[config.mk]
export PLATFORM = sky130hd
export DESIGN_NAME = hostmem_bridge
export DESIGN_NICKNAME = d
export VERILOG_FILES = /design/src/rtl/hmb_pkg.sv /design/src/rtl/hmb_arbiter.sv /design/src/rtl/hmb_ctrl.sv /design/src/rtl/hmb_datapath.sv /design/src/rtl/hostmem_bridge.sv
export SDC_FILE = /design/constraint.sdc
export NUM_CORES = 1
export LEC_CHECK = 0
export BUFFER_PORTS_ARGS = -buffer_cell sky130_fd_sc_hd__buf_2
export CORE_ASPECT_RATIO = 1.2
export CORE_MARGIN = 10
export CORE_UTILIZATION = 30
export CTS_BUF_LIST = sky130_fd_sc_hd__clkbuf_16
export DETAILED_ROUTE_END_ITERATION = 7
export GPL_TIMING_DRIVEN = 1
export PLACE_DENSITY = 0.77
export SLEW_MARGIN = 15
export SYNTH_ARGS = -nofsm -noshare
export SYNTH_HDL_FRONTEND = slang
export SYNTH_HIERARCHICAL = 1
export SYNTH_SLANG_ARGS = --single-unit
[constraint.sdc]
create_clock -name clk -period 1.4 [get_ports clk]
set_input_delay 0.28 -clock clk [delete_from_list [all_inputs] [get_ports clk]]
set_output_delay 0.28 -clock clk [all_outputs]
set_load 0.03 [all_outputs]
[src/rtl/hmb_pkg.sv]
package hmb_pkg;

    // Host-side controller states.
    typedef enum logic [1:0] {
        ST_IDLE = 2'd0,
        ST_REQ  = 2'd1,
        ST_XFER = 2'd2,
        ST_GAP  = 2'd3
    } hmb_state_e;

    // Attributes fixed for the whole access.
    typedef struct packed {
        logic wr;
        logic regsel;
    } hmb_kind_t;

    // Beat events produced by the controller each cycle.
    typedef struct packed {
        logic load;
        logic beat;
        logic release_bus;
    } hmb_evt_t;

    function automatic logic is_busy(input hmb_state_e st);
        return (st == ST_XFER) || (st == ST_GAP);
    endfunction

endpackage

[src/rtl/hmb_arbiter.sv]
module hmb_arbiter #(
    parameter int N_CLI = 3
) (
    input  logic             clk,
    input  logic             rst,
    input  logic [N_CLI-1:0] cli_req,
    output logic [N_CLI-1:0] cli_gnt,
    input  logic             host_req,
    input  logic             host_release,
    output logic             host_gnt
);
    logic lock_q;
    logic taken;

    // Fixed priority: lowest index wins; the host only takes an idle bus.
    always_comb begin
        cli_gnt = '0;
        taken   = 1'b0;
        for (int i = 0; i < N_CLI; i++) begin
            if (!lock_q && !taken && cli_req[i]) begin
                cli_gnt[i] = 1'b1;
                taken      = 1'b1;
            end
        end
    end

    assign host_gnt = lock_q | (host_req & ~(|cli_req));

    // The host keeps the memory from grant until its last beat.
    always_ff @(posedge clk) begin
        if (rst) begin
            lock_q <= 1'b0;
        end else if (host_release) begin
            lock_q <= 1'b0;
        end else if (host_gnt) begin
            lock_q <= 1'b1;
        end
    end

endmodule

[src/rtl/hmb_ctrl.sv]
module hmb_ctrl
    import hmb_pkg::*;
(
    input  logic     clk,
    input  logic     rst,
    input  logic     start,
    input  logic     gnt,
    input  logic     hwait,
    input  logic     hlast,
    input  logic     cfg_gap,
    output logic     mem_req,
    output logic     xcvr_en,
    output hmb_evt_t evt
);
    hmb_state_e state_q, state_d;
    logic       first_q;

    always_comb begin
        state_d          = state_q;
        evt              = '0;
        evt.load         = (state_q == ST_IDLE) && start;
        evt.beat         = (state_q == ST_XFER) && !hwait;
        evt.release_bus  = evt.beat && hlast;
        unique case (state_q)
            ST_IDLE: if (start) state_d = ST_REQ;
            ST_REQ:  if (gnt)   state_d = ST_XFER;
            ST_XFER: begin
                if (evt.beat) begin
                    if (hlast)                state_d = ST_IDLE;
                    else if (first_q && cfg_gap) state_d = ST_GAP;
                end
            end
            ST_GAP:  state_d = ST_XFER;
            default: state_d = ST_IDLE;
        endcase
    end

    always_ff @(posedge clk) begin
        if (rst) begin
            state_q <= ST_IDLE;
            first_q <= 1'b0;
        end else begin
            state_q <= state_d;
            if (evt.load)      first_q <= 1'b1;
            else if (evt.beat) first_q <= 1'b0;
        end
    end

    assign mem_req = (state_q == ST_REQ);
    assign xcvr_en = is_busy(state_q);

endmodule

[src/rtl/hmb_datapath.sv]
module hmb_datapath
    import hmb_pkg::*;
#(
    parameter int ADDR_W = 10,
    parameter int REG_AW = 8,
    parameter int DATA_W = 32
) (
    input  logic              clk,
    input  logic              rst,
    input  hmb_evt_t          evt,
    input  logic [ADDR_W-1:0] start_addr,
    input  hmb_kind_t         start_kind,
    input  logic [DATA_W-1:0] host_wdata,
    output logic [DATA_W-1:0] host_rdata,
    output logic              sram_en,
    output logic              sram_we,
    output logic [ADDR_W-1:0] sram_addr,
    output logic [DATA_W-1:0] sram_wdata,
    input  logic [DATA_W-1:0] sram_rdata,
    output logic              reg_en,
    output logic              reg_we,
    output logic [REG_AW-1:0] reg_addr,
    output logic [DATA_W-1:0] reg_wdata,
    input  logic [DATA_W-1:0] reg_rdata
);
    localparam logic [ADDR_W-1:0] ADDR_STEP = ADDR_W'(1);

    logic [ADDR_W-1:0] addr_q;
    hmb_kind_t         kind_q;

    always_ff @(posedge clk) begin
        if (rst) begin
            addr_q <= '0;
            kind_q <= '0;
        end else if (evt.load) begin
            addr_q <= start_addr;
            kind_q <= start_kind;
        end else if (evt.beat) begin
            addr_q <= addr_q + ADDR_STEP;
        end
    end

    assign sram_en    = evt.beat && !kind_q.regsel;
    assign reg_en     = evt.beat &&  kind_q.regsel;
    assign sram_we    = kind_q.wr;
    assign reg_we     = kind_q.wr;
    assign sram_addr  = addr_q;
    assign reg_addr   = addr_q[REG_AW-1:0];
    assign sram_wdata = host_wdata;
    assign reg_wdata  = host_wdata;
    assign host_rdata = (evt.beat && !kind_q.wr)
                      ? (kind_q.regsel ? reg_rdata : sram_rdata)
                      : '0;

endmodule

[src/rtl/hostmem_bridge.sv]
module hostmem_bridge
    import hmb_pkg::*;
#(
    parameter int N_CLI  = 3,
    parameter int ADDR_W = 10,
    parameter int REG_AW = 8,
    parameter int DATA_W = 32
) (
    input  logic              clk,
    input  logic              rst,
    input  logic [N_CLI-1:0]  client_req,
    output logic [N_CLI-1:0]  client_gnt,
    input  logic              host_start,
    input  logic [ADDR_W-1:0] host_addr,
    input  logic              host_wr,
    input  logic              host_regsel,
    input  logic [DATA_W-1:0] host_wdata,
    input  logic              host_wait,
    input  logic              host_last,
    input  logic              cfg_burst_wait,
    output logic              host_rdy,
    output logic [DATA_W-1:0] host_rdata,
    output logic              host_gnt,
    output logic              xcvr_en,
    output logic              sram_en,
    output logic              sram_we,
    output logic [ADDR_W-1:0] sram_addr,
    output logic [DATA_W-1:0] sram_wdata,
    input  logic [DATA_W-1:0] sram_rdata,
    output logic              reg_en,
    output logic              reg_we,
    output logic [REG_AW-1:0] reg_addr,
    output logic [DATA_W-1:0] reg_wdata,
    input  logic [DATA_W-1:0] reg_rdata
);
    hmb_evt_t  evt;
    hmb_kind_t kind_in;
    logic      mem_req;

    assign kind_in.wr     = host_wr;
    assign kind_in.regsel = host_regsel;

    hmb_arbiter #(.N_CLI(N_CLI)) u_arb (
        .clk          (clk),
        .rst          (rst),
        .cli_req      (client_req),
        .cli_gnt      (client_gnt),
        .host_req     (mem_req),
        .host_release (evt.release_bus),
        .host_gnt     (host_gnt)
    );

    hmb_ctrl u_ctrl (
        .clk     (clk),
        .rst     (rst),
        .start   (host_start),
        .gnt     (host_gnt),
        .hwait   (host_wait),
        .hlast   (host_last),
        .cfg_gap (cfg_burst_wait),
        .mem_req (mem_req),
        .xcvr_en (xcvr_en),
        .evt     (evt)
    );

    hmb_datapath #(
        .ADDR_W (ADDR_W),
        .REG_AW (REG_AW),
        .DATA_W (DATA_W)
    ) u_dp (
        .clk        (clk),
        .rst        (rst),
        .evt        (evt),
        .start_addr (host_addr),
        .start_kind (kind_in),
        .host_wdata (host_wdata),
        .host_rdata (host_rdata),
        .sram_en    (sram_en),
        .sram_we    (sram_we),
        .sram_addr  (sram_addr),
        .sram_wdata (sram_wdata),
        .sram_rdata (sram_rdata),
        .reg_en     (reg_en),
        .reg_we     (reg_we),
        .reg_addr   (reg_addr),
        .reg_wdata  (reg_wdata),
        .reg_rdata  (reg_rdata)
    );

    assign host_rdy = evt.beat;

endmodule

==> metrics.yaml, run 1 <==
antenna_found_initial: 0
final_cell_mix: "buf_2 (109), buf_6 (39), nor2_4 (33), buf_4 (28), mux2i_1 (25)"
combPwrFrac: 0.397
clk_pin_slew_worst_paths_ns: 0.05
final_common_cell: "buf_2"
multi_input_area_um2: 1400
netSwitchingPower_w: 0.000590
hold_path.class: "in -> reg"
crit_path_end_kind: "output pin"
worst-path-buf-inv: 2
critPathMaxFanout: 16
cpMostUsedCell: "nor2_4"
hold_violations: 0
fin_worst_skew_ns: 0.00415
start_util: 0.312
violations: "setup timing"
cp.arrival_ns: 1.38
tightest_slew_ns: 0.299
slowest_stage: "dfxtp_4"
drc: 0
pwr-share-seq: 0.292
max_freq_ghz: 0.601
clk_latency_ns: 0.24
place_congestion: 0.850
finalPower_w: 0.00180
setup_viol: 49
netSwitchingFraction: 0.328
finalWirelength_mm: 7.56
grt_max_degree: 17
grt_use_total: 0.141
regArea_um2: 339
pwr-share-clk: 0.310
rr_worst_depth: 10
ctsLongestPathBuffers: 2
max_stage_delay_ns: 0.35
cts_buffers: 3
cts_tree: "yes"
synth_nets: 366
dp.cells: 415
io_pins: 241
path_cells: "nor2_4 -> and2_4 -> nand2b_4 -> buf_12 -> nor2_4 -> buf_6"
fillCellCount: 560
fin_nets: 469
reg2reg_from: "u_ctrl/state_q[0]"
cap_violations: 0
grt_pass1_wl_mm: 11.7
hpwl_mm: 5.76
fp.dieW_um: 92.9
vias: 2006
outcome: "finished with violations"
wire_per_inst_um: 17.5
overflow: 0
ys_seq_area_frac: 0.167
ctsRootBufferMaster: "clkbuf_16"
final_cells: 432
power_density_nw_per_um2: 551
path_class: "reg -> out"
period_minus_slack_ns: 1.66
port_buffers: 144
core_area_um2: 6130
area_delta_synth_final_pct: 70.4
critPathCapture: "host_rdata[30]"
r2r_slack_ns: -0.17
drtIter0Drc: 58
avgSynthCellArea_um2: 7.71
synth_warnings: 6
synth_seq_cells: 16
dieHeight_um: 107
grt_setup_unrepaired: "true"
cp_top_family: "simple AND/OR/NAND/NOR gates"
rows: 31
fin_ws_ns: -0.264
drive_above_1_share: 0.740
irDropWorstVdd_uv: 574
final_util: 0.532
antenna_cells: 0
power_leakage_nw: 1.46
crit_start: "u_ctrl/state_q[0]"
yosysUniqueCellTypes: 38
start_kind: "flop"
clock_sinks: 16
regToRegEndpoint: "u_dp/sram_addr[1]"
die-area_um2: 9980
syn_area_um2: 1910
htreeDepth: 1
slew_viol_final: 0
p_int_w: 0.00121
fin_hold_ws_ns: 0.258
grt_pass1_vias: 2196
maxSlewHeadroom: 0.795
crit_cells: 6
drt-pass1-iter-count: 4
min_period_over_period: 1.19
viasPerCell: 4.64
ant_nets: 0
required_ns: 1.12
syn_inst: 248
## final cells by class
type | count | share of cell area
clock inverters | 1 | 0.00115
clock buffers | 3 | 0.0230
flip-flops and latches | 16 | 0.104
multi-input cells | 146 | 0.430
inverters | 1 | 0.00115
repair buffers | 183 | 0.409
well taps | 82 | 0.0315
## metal layers
layer	track usage	vias up	wire length, µm
li1	-	964	-
met1	0.136	910	2530
met2	0.272	102	4210
met3	0.0391	30	597
met4	0.0574	0	214
met5	0	-	0
## synth_stat cells
| master | n | area (µm²) |
|---|---|---|
| and3_1 | 2 | 12.5 |
| or2_1 | 1 | 6.26 |
| nand3_1 | 3 | 15.0 |
| buf_4 | 74 | 556 |
| o21bai_1 | 1 | 7.51 |
| nand2_1 | 4 | 15.0 |
| and2_1 | 1 | 6.26 |
| o22ai_1 | 3 | 18.8 |
| nand4_2 | 1 | 12.5 |
| nor3_1 | 1 | 5.00 |
| a21o_1 | 1 | 7.51 |
| xnor2_1 | 7 | 61.3 |
| o21a_1 | 2 | 15.0 |
| buf_2 | 6 | 30.0 |
| nor2b_1 | 5 | 31.3 |
| a2111oi_2 | 1 | 15.0 |
| inv_1 | 1 | 3.75 |
| ha_1 | 1 | 12.5 |
| and2_4 | 1 | 8.76 |
| nor3b_1 | 4 | 30.0 |
| nor4b_1 | 1 | 8.76 |
| o21ai_0 | 3 | 15.0 |
| a41o_1 | 1 | 10.0 |
| clkbuf_1 | 4 | 15.0 |
| and2b_1 | 1 | 7.51 |
| xor2_1 | 1 | 8.76 |
| nand4_1 | 3 | 18.8 |
| nor4b_2 | 1 | 15.0 |
| mux2i_1 | 37 | 370 |
| a21oi_2 | 1 | 8.76 |
| nand2b_1 | 1 | 6.26 |
| or3b_2 | 1 | 8.76 |
| dfxtp_1 | 16 | 320 |
| nor2_1 | 46 | 173 |
| buf_1 | 1 | 3.75 |
| a211oi_1 | 1 | 7.51 |
| a21oi_1 | 8 | 40.0 |
| or3_1 | 1 | 6.26 |
## per-stage QoR
stage / TNS, ns / setup WS, ns / instance area (µm²)
CTS: -9.27 / -0.254 / 3210
global route: -12.46 / -0.319 / 3260
finish: -9.27 / -0.264 / 3260
floorplan: -1.28 / -0.0626 / 2260
detailed placement: -4.71 / -0.149 / 2660
global placement: -4.19 / -0.143 / 2660
## sequential cells by signal, summed over array words and instances, names as in the netlist
name            flops
u_dp/sram_addr     10
u_ctrl/state_q      2
u_arb/lock_q        1
u_ctrl/first_q      1
u_dp/kind_q         1
u_dp/reg_we         1
## cells by family (layout without fill, tap and decap cells)
kind of cell / Yosys count / count (layout) / share of synthesized area
buffers and inverters: 86 / 188 / 0.318
AND/OR/NAND/NOR: 78 / 78 / 0.202
multiplexers: 37 / 37 / 0.194
XOR/XNOR: 8 / 8 / 0.0366
adder cells (fa/ha/maj): 1 / 1 / 0.00654
AO/OA/AOI/OAI: 22 / 22 / 0.0759
flip-flops: 16 / 16 / 0.167
## worst min-delay path by stage
stage,from,endpoint,depth (start not counted)
2_1_floorplan,rst,u_dp/sram_addr[3],1
6_report,host_last,u_ctrl/state_q[1],2
3_3_place_gp,host_last,u_ctrl/state_q[1],2
4_1_cts,host_last,u_ctrl/state_q[1],2
5_1_grt,host_last,u_ctrl/state_q[1],2
3_5_place_dp,host_last,u_ctrl/state_q[1],2
## timing repair
| item | CTS | global route |
|---|---|---|
| pin swaps | 8 | 7 |
| cloned | 3 | 0 |
| setup buffers | 9 | 1 |
| gates resized for setup | 104 | 9 |
| hold buffers | 0 | 0 |
| endpoints found under the setup margin | 47 | 51 |
## power groups by stage
stage | registers [W] | clock network [W] | logic [W]
2_1_floorplan | 0.000571 | 0 | 0.000672
3_3_place_gp | 0.000531 | 0 | 0.000583
5_1_grt | 0.000530 | 0.000597 | 0.000762
3_5_place_dp | 0.000534 | 0 | 0.000594
4_1_cts | 0.000525 | 0.000577 | 0.000692
6_report | 0.000525 | 0.000557 | 0.000714
Note: power is estimated with default switching activity, not from simulation.
==> run 2, diff against run 1 <==
Settings changed: PLACE_DENSITY 0.77 to 0.91.
==> run 2 against run 1 <==
  * The flow still finishes with violations (setup timing)
  * Fmax down 2.6%
  * Sequential power about the same
  * Count of clock-buffer cells in the layout unchanged
  * Register-to-register slack worse by 0.03 ns
  * First-iteration DRC count down 17%
  * Critical endpoint is now host_rdata[23]
  * Largest cell class unchanged
  * Largest power group unchanged
==> metrics.yaml, run 2 (synthesized netlist as in run 1, its figures left out) <==
fin_ws_ns: -0.308
overflow: 0
path_cells: "clkbuf_16 -> mux2i_1 -> nor2_4 -> buf_6"
area_delta_synth_final_pct: 68.7
slowest_stage: "dfxtp_2"
critPathMaxFanout: 13
irDropWorstVdd_uv: 441
cp_top_family: "flip-flops"
ctsLongestPathBuffers: 2
wire_per_inst_um: 18.0
slew_viol_final: 0
grt_pass1_vias: 2164
rows: 31
fin_worst_skew_ns: 0.00174
drt-pass1-iter-count: 4
fin_nets: 469
multi_input_area_um2: 1370
cts_buffers: 3
clock_sinks: 16
max_freq_ghz: 0.586
grt_use_total: 0.132
dp.cells: 414
grt_max_degree: 28
core_area_um2: 6130
worst-path-buf-inv: 2
start_kind: "flop"
hpwl_mm: 5.83
htreeDepth: 1
largest_register_ff_count: 10
vias: 2003
antenna_cells: 0
final_cell_mix: "buf_2 (108), buf_6 (42), nor2_4 (33), buf_4 (28), mux2i_1 (24)"
post_dp_cell_area_um2: 2630
ctsRootBufferMaster: "clkbuf_16"
outcome: "finished with violations"
hold_path.class: "in -> reg"
drive_above_1_share: 0.737
final_common_cell: "buf_2"
cp.arrival_ns: 1.43
start_util: 0.312
power_density_nw_per_um2: 558
drc: 0
clk_pin_slew_worst_paths_ns: 0.05
place_congestion: 0.843
hold_violations: 0
setup_viol: 49
finalWirelength_mm: 7.79
drtIter0Drc: 48
violations: "setup timing"
fillCellCount: 570
antenna_found_initial: 0
grt_setup_unrepaired: "true"
io_pins: 241
clk_latency_ns: 0.24
cts_tree: "yes"
viasPerCell: 4.64
dieHeight_um: 107
final_cells: 432
crit_path_end_kind: "output pin"
port_buffers: 144
max_stage_delay_ns: 0.40
grt_pass1_wl_mm: 10.9
final_util: 0.527
fp.dieW_um: 92.9
regArea_um2: 337
maxSlewHeadroom: 0.778
ant_nets: 0
period_minus_slack_ns: 1.71
tightest_slew_ns: 0.324
min_period_over_period: 1.22
stdcell_area_um2: 3230
cap_violations: 0
path_class: "reg -> out"
power_leakage_nw: 1.46
required_ns: 1.12
die-area_um2: 9980
-- run 2: repair_timing --
action,4_1_cts,5_1_grt
pin swaps,3,7
gates cloned,2,2
endpoints found under the setup margin,49,52
buffers inserted,5,5
gates resized for setup,77,34
hold buffers,0,0
-- run 2: power breakdown --
part           switching (W)  total, W  internal (W)
Combinational       0.000371  0.000713      0.000341
Sequential         0.0000373  0.000525      0.000488
Clock               0.000186  0.000565      0.000379
Total               0.000595   0.00180       0.00121
-- run 2: final cells by class --
cell class              count  area share
flip-flops and latches     16       0.104
multi-input cells         146       0.424
repair buffers            183       0.414
inverters                   1     0.00116
well taps                  82      0.0318
clock inverters             1     0.00116
clock buffers               3      0.0233
-- run 2: path summary, 6_finish.rpt --
check             slack [ns]           endpoint  cells past startpoint         startpoint
setup / recovery       -0.31     host_rdata[23]                      4     u_dp/kind_q[0]
hold / removal          0.26  u_ctrl/state_q[1]                      2          host_last
setup reg to reg       -0.20  u_dp/sram_addr[8]                      8  u_ctrl/state_q[0]
hold reg to reg         0.52     u_ctrl/first_q                      2     u_ctrl/first_q
-- run 2: per-stage QoR --
stage          worst slack [ns]  setup TNS, ns  total power, W  hold slack [ns]
2_1_floorplan           -0.0626          -1.28         0.00124            0.344
3_3_place_gp             -0.143          -3.98         0.00111            0.483
3_5_place_dp             -0.181          -5.27         0.00113            0.510
4_1_cts                  -0.308         -10.19         0.00175            0.254
5_1_grt                  -0.372         -13.80         0.00189            0.266
6_report                 -0.308         -10.58         0.00180            0.262
-- run 2: metal layers --
| layer | part of all wire | GRT usage |
|---|---|---|
| met5 | 0 | 0 |
| met4 | 0.024 | 0.0541 |
| met3 | 0.071 | 0.0335 |
| met2 | 0.56 | 0.263 |
| met1 | 0.34 | 0.122 |
==> run 3, diff against run 2 <==
Settings changed: ABC_AREA from default to 1, PLACE_DENSITY 0.91 to 0.9.
==> run 3 against run 2 <==
  * The run still ends with setup timing left
  * Flip-flop and latch count stayed put
  * Via count is 27% higher
  * Non-clock buffer count is 4 lower
  * Clock power is 1% higher
  * Fmax is 16% lower
  * Hold slack better by 0.033 ns
  * Global-route usage is 1.7 points higher
==> metrics.yaml, run 3 <==
required_ns: 1.12
grt_use_total: 0.149
synth_flop_cell: "dfxtp_1"
grt_max_degree: 27
power_leakage_nw: 1.57
netlist_top_cells_area: "buf_4 (28%), nand2_1 (19%), dfxtp_1 (16%)"
grt_pass1_wl_mm: 12.6
avgSynthCellArea_um2: 5.97
yosysUniqueCellTypes: 25
fin_nets: 549
synth_warnings: 6
irDropWorstVdd_uv: 1340
area_delta_synth_final_pct: 66.0
port_buffers: 144
ant_nets: 0
dieHeight_um: 109
start_kind: "flop"
grt_setup_unrepaired: "true"
power_density_nw_per_um2: 1450
synth_nets: 451
crit_path_end_kind: "output pin"
path_class: "reg -> out"
critPathMaxFanout: 10
netSwitchingPower_w: 0.00245
cts_buffers: 3
final_common_cell: "buf_2"
antenna_cells: 0
fin_tns_setup_ns: -21.31
viasPerCell: 4.94
maxSlewHeadroom: 0.761
ctsRootBufferMaster: "clkbuf_16"
stdcell_area_um2: 3300
pwr-share-clk: 0.119
p_int_w: 0.00236
antenna_found_initial: 0
synthTopCellsByCount: "nand2_1 (99), buf_4 (74), a21oi_1 (41)"
ctsLongestPathBuffers: 2
synth_edf_count: 0
violations: "setup timing"
fp.dieW_um: 94.3
ys_seq_area_frac: 0.161
syn_inst: 333
slew_viol_final: 0
rows: 32
htreeDepth: 1
yosysMostFrequentCell: "nand2_1"
place_congestion: 0.884
tightest_slew_ns: 0.358
vias: 2546
period_minus_slack_ns: 2.04
wire_per_inst_um: 17.0
drtIter0Drc: 137
outcome: "finished with violations"
finalWirelength_mm: 8.77
die-area_um2: 10300
hold_path.class: "in -> reg"
setup_viol: 47
cap_violations: 0
pwr-share-seq: 0.154
synth.largest_area_cell: "buf_4"
drc: 0
final_util: 0.512
yosysTopAreaCellShare: 0.279
hold_violations: 0
netSwitchingFraction: 0.509
final_cell_mix: "buf_2 (108), nand2_1 (97), buf_6 (37), a21oi_4 (32), buf_4 (28)"
async_reset_ff_frac: 0
synth_seq_cells: 16
fin_ws_ns: -0.645
core_area_um2: 6450
cts_tree: "yes"
cp.arrival_ns: 1.76
hpwl_mm: 6.49
clock_sinks: 16
ctsHoldBuffers: 0
io_pins: 241
drt-pass1-iter-count: 4
start_util: 0.308
largest_register_ff_count: 10
overflow: 0
fin_worst_skew_ns: 0.00214
syn_area_um2: 1990
combPwrFrac: 0.727
post_dp_cell_area_um2: 2750
drive_above_1_share: 0.588
fin_hold_ws_ns: 0.295
max_freq_ghz: 0.489
min_period_over_period: 1.46
clk_pin_slew_worst_paths_ns: 0.05
clk_latency_ns: 0.25
grt_pass1_vias: 2623
-- run 3: path summary, 6_finish.rpt --
path / from / end / slack [ns] / depth (start not counted)
max: u_ctrl/state_q[0] / host_rdata[25] / -0.64 / 9
min reg2reg: u_arb/lock_q / u_arb/lock_q / 0.49 / 2
max reg2reg: u_ctrl/state_q[0] / u_ctrl/state_q[1] / -0.11 / 13
min: host_wr / u_dp/reg_we / 0.29 / 3
-- run 3: through the flow --
| step | cells | worst slack [ns] | power, W |
|---|---|---|---|
| final | 515 | -0.645 | 0.00480 |
| after floorplan | 333 | -0.550 | 0.00308 |
| after global routing | 515 | -0.708 | 0.00504 |
| after detailed placement | 497 | -0.426 | 0.00358 |
| after global placement | 497 | -0.408 | 0.00349 |
| after CTS | 512 | -0.629 | 0.00454 |
-- run 3: cell families after synthesis --
kind of cell    after synthesis  share of synthesized area
fa+ha+maj                     1                    0.00629
flops                        16                      0.161
xor+xnor                      3                     0.0132
compound gates               59                      0.166
buf+inv                     111                      0.362
simple gates                143                      0.291
-- run 3: power groups by stage --
stage / clock [W] / combinational (W) / sequential, W
4_1_cts: 0.000579 / 0.00322 / 0.000734
3_3_place_gp: 0 / 0.00276 / 0.000731
2_1_floorplan: 0 / 0.00220 / 0.000874
6_report: 0.000572 / 0.00349 / 0.000741
3_5_place_dp: 0 / 0.00284 / 0.000739
5_1_grt: 0.000592 / 0.00369 / 0.000759
-- run 3: repair_timing --
item | CTS | global route
pin swaps | 5 | 6
buffers inserted | 18 | 5
hold endpoints to repair | 0 | 0
gates cloned | 0 | 1
resized for setup | 83 | 25
setup endpoints to repair | 47 | 51
-- run 3: critical path, cell delays in order (launching register included) --
cell	delay, ns
dfxtp_2	0.32
inv_2	0.05
nand2_2	0.04
or2_4	0.24
clkinvlp_4	0.08
inv_2	0.03
or2_4	0.28
buf_12	0.18
a21oi_4	0.13
buf_6	0.15
-- run 3: area by class of cell --
class / count / area, µm²
multi-input combinational: 206 / 1400
clock buffer: 3 / 75.1
inverter: 25 / 100
fill: 562 / 3150
tap: 85 / 106
sequential: 16 / 324
clock inverter: 1 / 3.75
timing repair buffer: 179 / 1290
-- run 3: layer usage --
layer / global-route usage / vias up / wire [µm]
met2: 0.278 / 203 / 4510
met3: 0.0715 / 14 / 1240
met4: 0.0467 / 0 / 122
li1: - / 1171 / -
met1: 0.138 / 1158 / 2900
met5: 0 / - / 0
